## src/rtl/dap_pkg.sv

```systemverilog
package dap_pkg;
  typedef enum logic [1:0] {
    PG_SECTION = 2'b00,
    PG_LARGE   = 2'b01,
    PG_SMALL   = 2'b10,
    PG_TINY    = 2'b11
  } pg_kind_e;

  typedef enum logic [1:0] {
    DA_NONE0   = 2'b00,
    DA_CLIENT  = 2'b01,
    DA_NONE2   = 2'b10,
    DA_MANAGER = 2'b11
  } dom_acc_e;

  localparam logic [3:0] FS_NONE     = 4'b0000;
  localparam logic [3:0] FS_DOMAIN   = 4'b1001;
  localparam logic [3:0] FS_SEC_PERM = 4'b1101;
  localparam logic [3:0] FS_SUB_PERM = 4'b1111;

  // Decode of one two-bit permission code for a client domain.
  function automatic logic perm_allows(input logic [1:0] ap, input logic rd,
                                       input logic usr, input logic sp,
                                       input logic rp);
    logic ok;
    case (ap)
      2'b00:   ok = rd & ((sp & ~usr) | rp);
      2'b01:   ok = ~usr;
      2'b10:   ok = rd | ~usr;
      default: ok = 1'b1;
    endcase
    return ok;
  endfunction

  // Subpage slot index for a mapping kind.
  function automatic logic [1:0] slot_of(input pg_kind_e kind,
                                         input logic [1:0] a15_14,
                                         input logic [1:0] a11_10);
    logic [1:0] s;
    case (kind)
      PG_SECTION: s = 2'd3;
      PG_LARGE:   s = a15_14;
      PG_SMALL:   s = a11_10;
      default:    s = 2'd0;
    endcase
    return s;
  endfunction
endpackage

```

## src/rtl/dap_slot_sel.sv

```systemverilog
module dap_slot_sel
  import dap_pkg::*;
#(
  parameter int ADDR_W = 32,
  parameter int PERM_W = 12
) (
  input  logic [ADDR_W-1:0] addr,
  input  pg_kind_e          kind,
  input  logic [PERM_W-1:0] perm,
  output logic [1:0]        slot,
  output logic [1:0]        ap
);
  localparam int NSLOT = 4;
  localparam int BASE  = 4;

  logic [1:0] pairs [NSLOT];

  for (genvar g = 0; g < NSLOT; g++) begin : g_pair
    assign pairs[g] = perm[BASE + 2*g +: 2];
  end

  assign slot = slot_of(kind, addr[15:14], addr[11:10]);
  assign ap   = pairs[slot];
endmodule

```

## config.mk

```make
export PLATFORM = sky130hd
export DESIGN_NAME = dap_slot_sel
export DESIGN_NICKNAME = d
export VERILOG_FILES = /design/src/rtl/dap_pkg.sv /design/src/rtl/dap_slot_sel.sv
export SDC_FILE = /design/constraint.sdc
export NUM_CORES = 1
export LEC_CHECK = 0
export ABC_AREA = 1
export ABC_CLOCK_PERIOD_IN_PS = 800
export BUFFER_PORTS_ARGS = -buffer_cell sky130_fd_sc_hd__buf_4
export CAP_MARGIN = 5
export CORE_AREA = 10 10 47 49
export DETAILED_ROUTE_END_ITERATION = 6
export DIE_AREA = 0 0 57 59
export GPL_ROUTABILITY_DRIVEN = 0
export PLACE_DENSITY = 0.62
export SYNTH_ARGS = -nofsm -noshare
export SYNTH_HDL_FRONTEND = slang
export SYNTH_SLANG_ARGS = --single-unit
```

## constraint.sdc

```tcl
create_clock -name vclk -period 0.8
set_input_delay 0 -clock vclk [all_inputs]
set_output_delay 0 -clock vclk [all_outputs]
set_load 0.01 [all_outputs]
```

After elaboration in Yosys (flattened, before gate mapping)

Cells that the tools add are included.

Memory bits (read-only): 0
Logic and storage cells: 9
Latch bits: 0
Output and inout bits: 4
Flip-flop bits (word level): 0
Memory bits (writable): 0
Memories: 0
Input bits: 46

Order comparisons: 1
Shift operators: 0
Bitwise operators: 1
Muxes and demuxes: 4
Equality and inequality tests: 2
Divide/modulo/power cells: 0
Multipliers: 0
Add/subtract/negate cells: 0
Reduce and logical (&&, ||, !) cells: 1

Operator list:

| operator                                                  | number |
|---|---|
| one-hot mux 2 bit (3 select lines)                        | 1 |
| binary-select mux 2 bit (select 2 bit)                    | 1 |
| two-way mux 2 bit                                         | 2 |
| greater-or-equal comparator 3 bit (second input constant) | 1 |
| NOT 2 -> 3 bit                                            | 1 |
| equality test 2 x 1 -> 1 bit (second input constant)      | 1 |
| equality test 2 bit (second input constant)               | 1 |
| zero test 2 bit                                           | 1 |

Longest topological paths before layout

Depth in word-level cells: 6
Gate-level depth with buffers: 6
Depth with buffers taken out: 6

Worst setup path after synthesis

OpenSTA, ideal clock, no wires.

Path kind: input-to-output
From: input addr[15]
To: output ap[0]
Path slack: 289 ps
Arrival time: 511 ps
Cell stages on the path: 6
Path buffers: 0
Cells stage by stage: inv_1 > nand2_1 > nand2_1 > o21ai_1 > nand3_1 > nand2_1

Word-level cells in the longest chain between the ends: 5

Ends and longest elaborated chain:

| element                                               | RTL line           | source |
|---|---|---|
| from (decl)                                           | dap_slot_sel.sv:7  | `input logic [ADDR_W-1:0] addr,` |
| one-hot mux 2 bit (3 select lines)                    | dap_pkg.sv:40      | `case (kind)` |
| named net slot[1]                                     | dap_slot_sel.sv:10 | `output logic [1:0] slot,` |
| NOT 2 -> 3 bit (not written as such)                  | dap_slot_sel.sv:23 | `assign ap = pairs[slot];` |
| binary-select mux 2 bit (select 2 bit)                | dap_slot_sel.sv:23 |  |
| two-way mux 2 bit (not written as such) (2 in series) | dap_slot_sel.sv:23 |  |
| to (decl)                                             | dap_slot_sel.sv:11 | `output logic [1:0] ap` |

The timed path passes the listed nets, and every way through them passes these cells. The select of a mux whose other input is x is not followed.

Final worst setup path

From: input kind[0]
To: output ap[1]

Word-level cells in the longest chain between the ends: 6
Elaborated cells on any way between the ends: 8

Ends and longest elaborated chain:

| element                                                   | RTL line           | source |
|---|---|---|
| from (decl)                                               | dap_slot_sel.sv:8  | `input pg_kind_e kind,` |
| equality test 2 bit (tied with other cells)               | dap_pkg.sv:40      |  |
| one-hot mux 2 bit (3 select lines) (*)                    | dap_pkg.sv:40      |  |
| NOT 2 -> 3 bit (not written as such) (*)                  | dap_slot_sel.sv:23 |  |
| binary-select mux 2 bit (select 2 bit) (*)                | dap_slot_sel.sv:23 |  |
| two-way mux 2 bit (not written as such) (*) (2 in series) | dap_slot_sel.sv:23 |  |

Every way passes the cells marked *; elsewhere a longest branch is shown, timed or not. The select of a mux whose other input is x is not followed.

==> results.yml <==
layout:
  diodes: 0
  layout_common_cells: "buf_4, inv_1, nand3_1"
  seq_cell_count: 0
  fillers: 176
  syn_to_final_growth_pct: 91.85
  drive_above_1_share: 0.4340
  fin_nets: 101
  clockBufferCount: 0
  design_area_um2: 324.1
  register_area_um2: 0
  mostFrequentLayoutCell: "buf_4"
  fin_util: 0.2313
worst_setup_path:
  required_ns: 0.80
  worstPathArrival_ns: 0.71
  crit_type: "in -> out"
  cp_max_fo: 5
  start_kind: "input pin"
  cp-end-kind: "output port"
place:
  place_hpwl_um: 604.3
  numPortBuffers: 18
  pre_cts_slack_ns: 0.09696
  placed_area_um2: 324.1
timing:
  slew_violations: 0
  worst_pin_slew_ns: 0.2619
  tns_ns: 0
  setup_viol: 0
  hold_violations: 0
  fin_crit_sh: 0.8816
  period_minus_slack_ns: 0.7053
  rsz0062_at_grt: "false"
  slew-limit-headroom: 0.8243
  max_freq_mhz: 1418
  setup_ws_ns: 0.09473
detailed_routing:
  vias: 263
  viasPerCell: 3.812
  wl_um: 653
  wl_per_cell_um: 9.464
  drc: 0
  ant_nets: 0
  drt_iter0_drc: 12
  dr.pass1.iters: 3
clocking:
  hold_buffers: 0
  cts_resized: 0
  post_cts_buffers: 0
job:
  maxCapViolCount: 0
synth:
  synth.yosys.seq_area_share: 0
  netlist_instances: 35
  synth_warnings: 0
  yosysUniqueCellTypes: 9
  netlist_area_um2: 168.9
  syn-num-nets: 81
  syn_avg_cell_area_um2: 4.826
global_routing:
  grt_pass1_wl_um: 993
  grt_max_degree: 7
  overflow: 0
  grt_usage: 0.03368
  grt_pass1_vias: 246
  grt_antenna_before_repair: 0
worst_hold_path:
  hp-class: "in -> out"
  min_from: "addr[10]"
  hold_depth: 4
  min_to: "slot[0]"
floorplanning:
  die_width_um: 57
  core-area_mm2: 0.001401
  rows: 14
  io_pins: 50
  dieArea_mm2: 0.003363
  start_util: 0.1205
  die_y_um: 59
power_and_ir_drop:
  power_density_mw_per_mm2: 572.2
  max-vdd-ir-drop_uv: 180.4
  p_leak_uw: 0.0002074
outcome:
  outcome: "finished clean"
## per-layer routing
metal	vias to the layer above	track usage	wire [um]
met4	0	0	0
met5	-	0	0
met2	12	0.04651	252
li1	144	-	-
met3	0	0.01502	92
met1	107	0.04858	308
## synth_stat cells
cell type / instances / area [um2]
inv_1: 10 / 37.54
inv_2: 1 / 3.750
nand2_1: 6 / 22.52
nand2_2: 3 / 18.77
nand2_4: 1 / 11.26
nand3_1: 10 / 50.05
nand3b_1: 2 / 15.01
o21ai_0: 1 / 5.000
o21ai_1: 1 / 5.000
## power breakdown
group | internal [uW] | switching [uW]
logic | 102 | 83.9
clock network | 0 | 0
registers | 0 | 0
## worst max path at each step
stage             start     to  slack (ns)  cells after the start
2_1_floorplan  addr[15]  ap[0]        0.29                      6
3_3_place_gp    kind[0]  ap[0]        0.11                      7
3_5_place_dp    kind[0]  ap[1]         0.1                      7
4_1_cts         kind[0]  ap[0]        0.09                      7
5_1_grt         kind[0]  ap[1]        0.01                      7
6_report        kind[0]  ap[1]        0.09                      7
## through the flow
step | instances | power, uW | hold slack (ns)
2_1_floorplan | 35 | 85.02 | 0.1142
3_3_place_gp | 69 | 185.9 | 0.3362
3_5_place_dp | 69 | 188.7 | 0.3361
4_1_cts | 69 | 189.2 | 0.3361
5_1_grt | 69 | 207.8 | 0.3548
6_report | 69 | 185.4 | 0.3268
## worst max-delay path, stage by stage
cell     delay [ns]
buf_4          0.13
nand2_1        0.08
nand2_1        0.05
o21ai_1        0.15
nand3_1        0.11
nand2_1        0.07
buf_4          0.11
## area by class of cell
cell class                      instances  area, um2  area share
Timing Repair Buffer                   18      135.1      0.4170
Multi-Input combinational cell         24      127.6      0.3938
Inverter                               11      41.29      0.1274
Tap cell                               16      20.02     0.06178
## kinds of logic after synthesis
logic type             synth area share
AO/OA/AOI/OAI                   0.05920
AND/OR/NAND/NOR                  0.6963
buffers and inverters            0.2444
No activity file was read; power rests on OpenSTA's default activity.
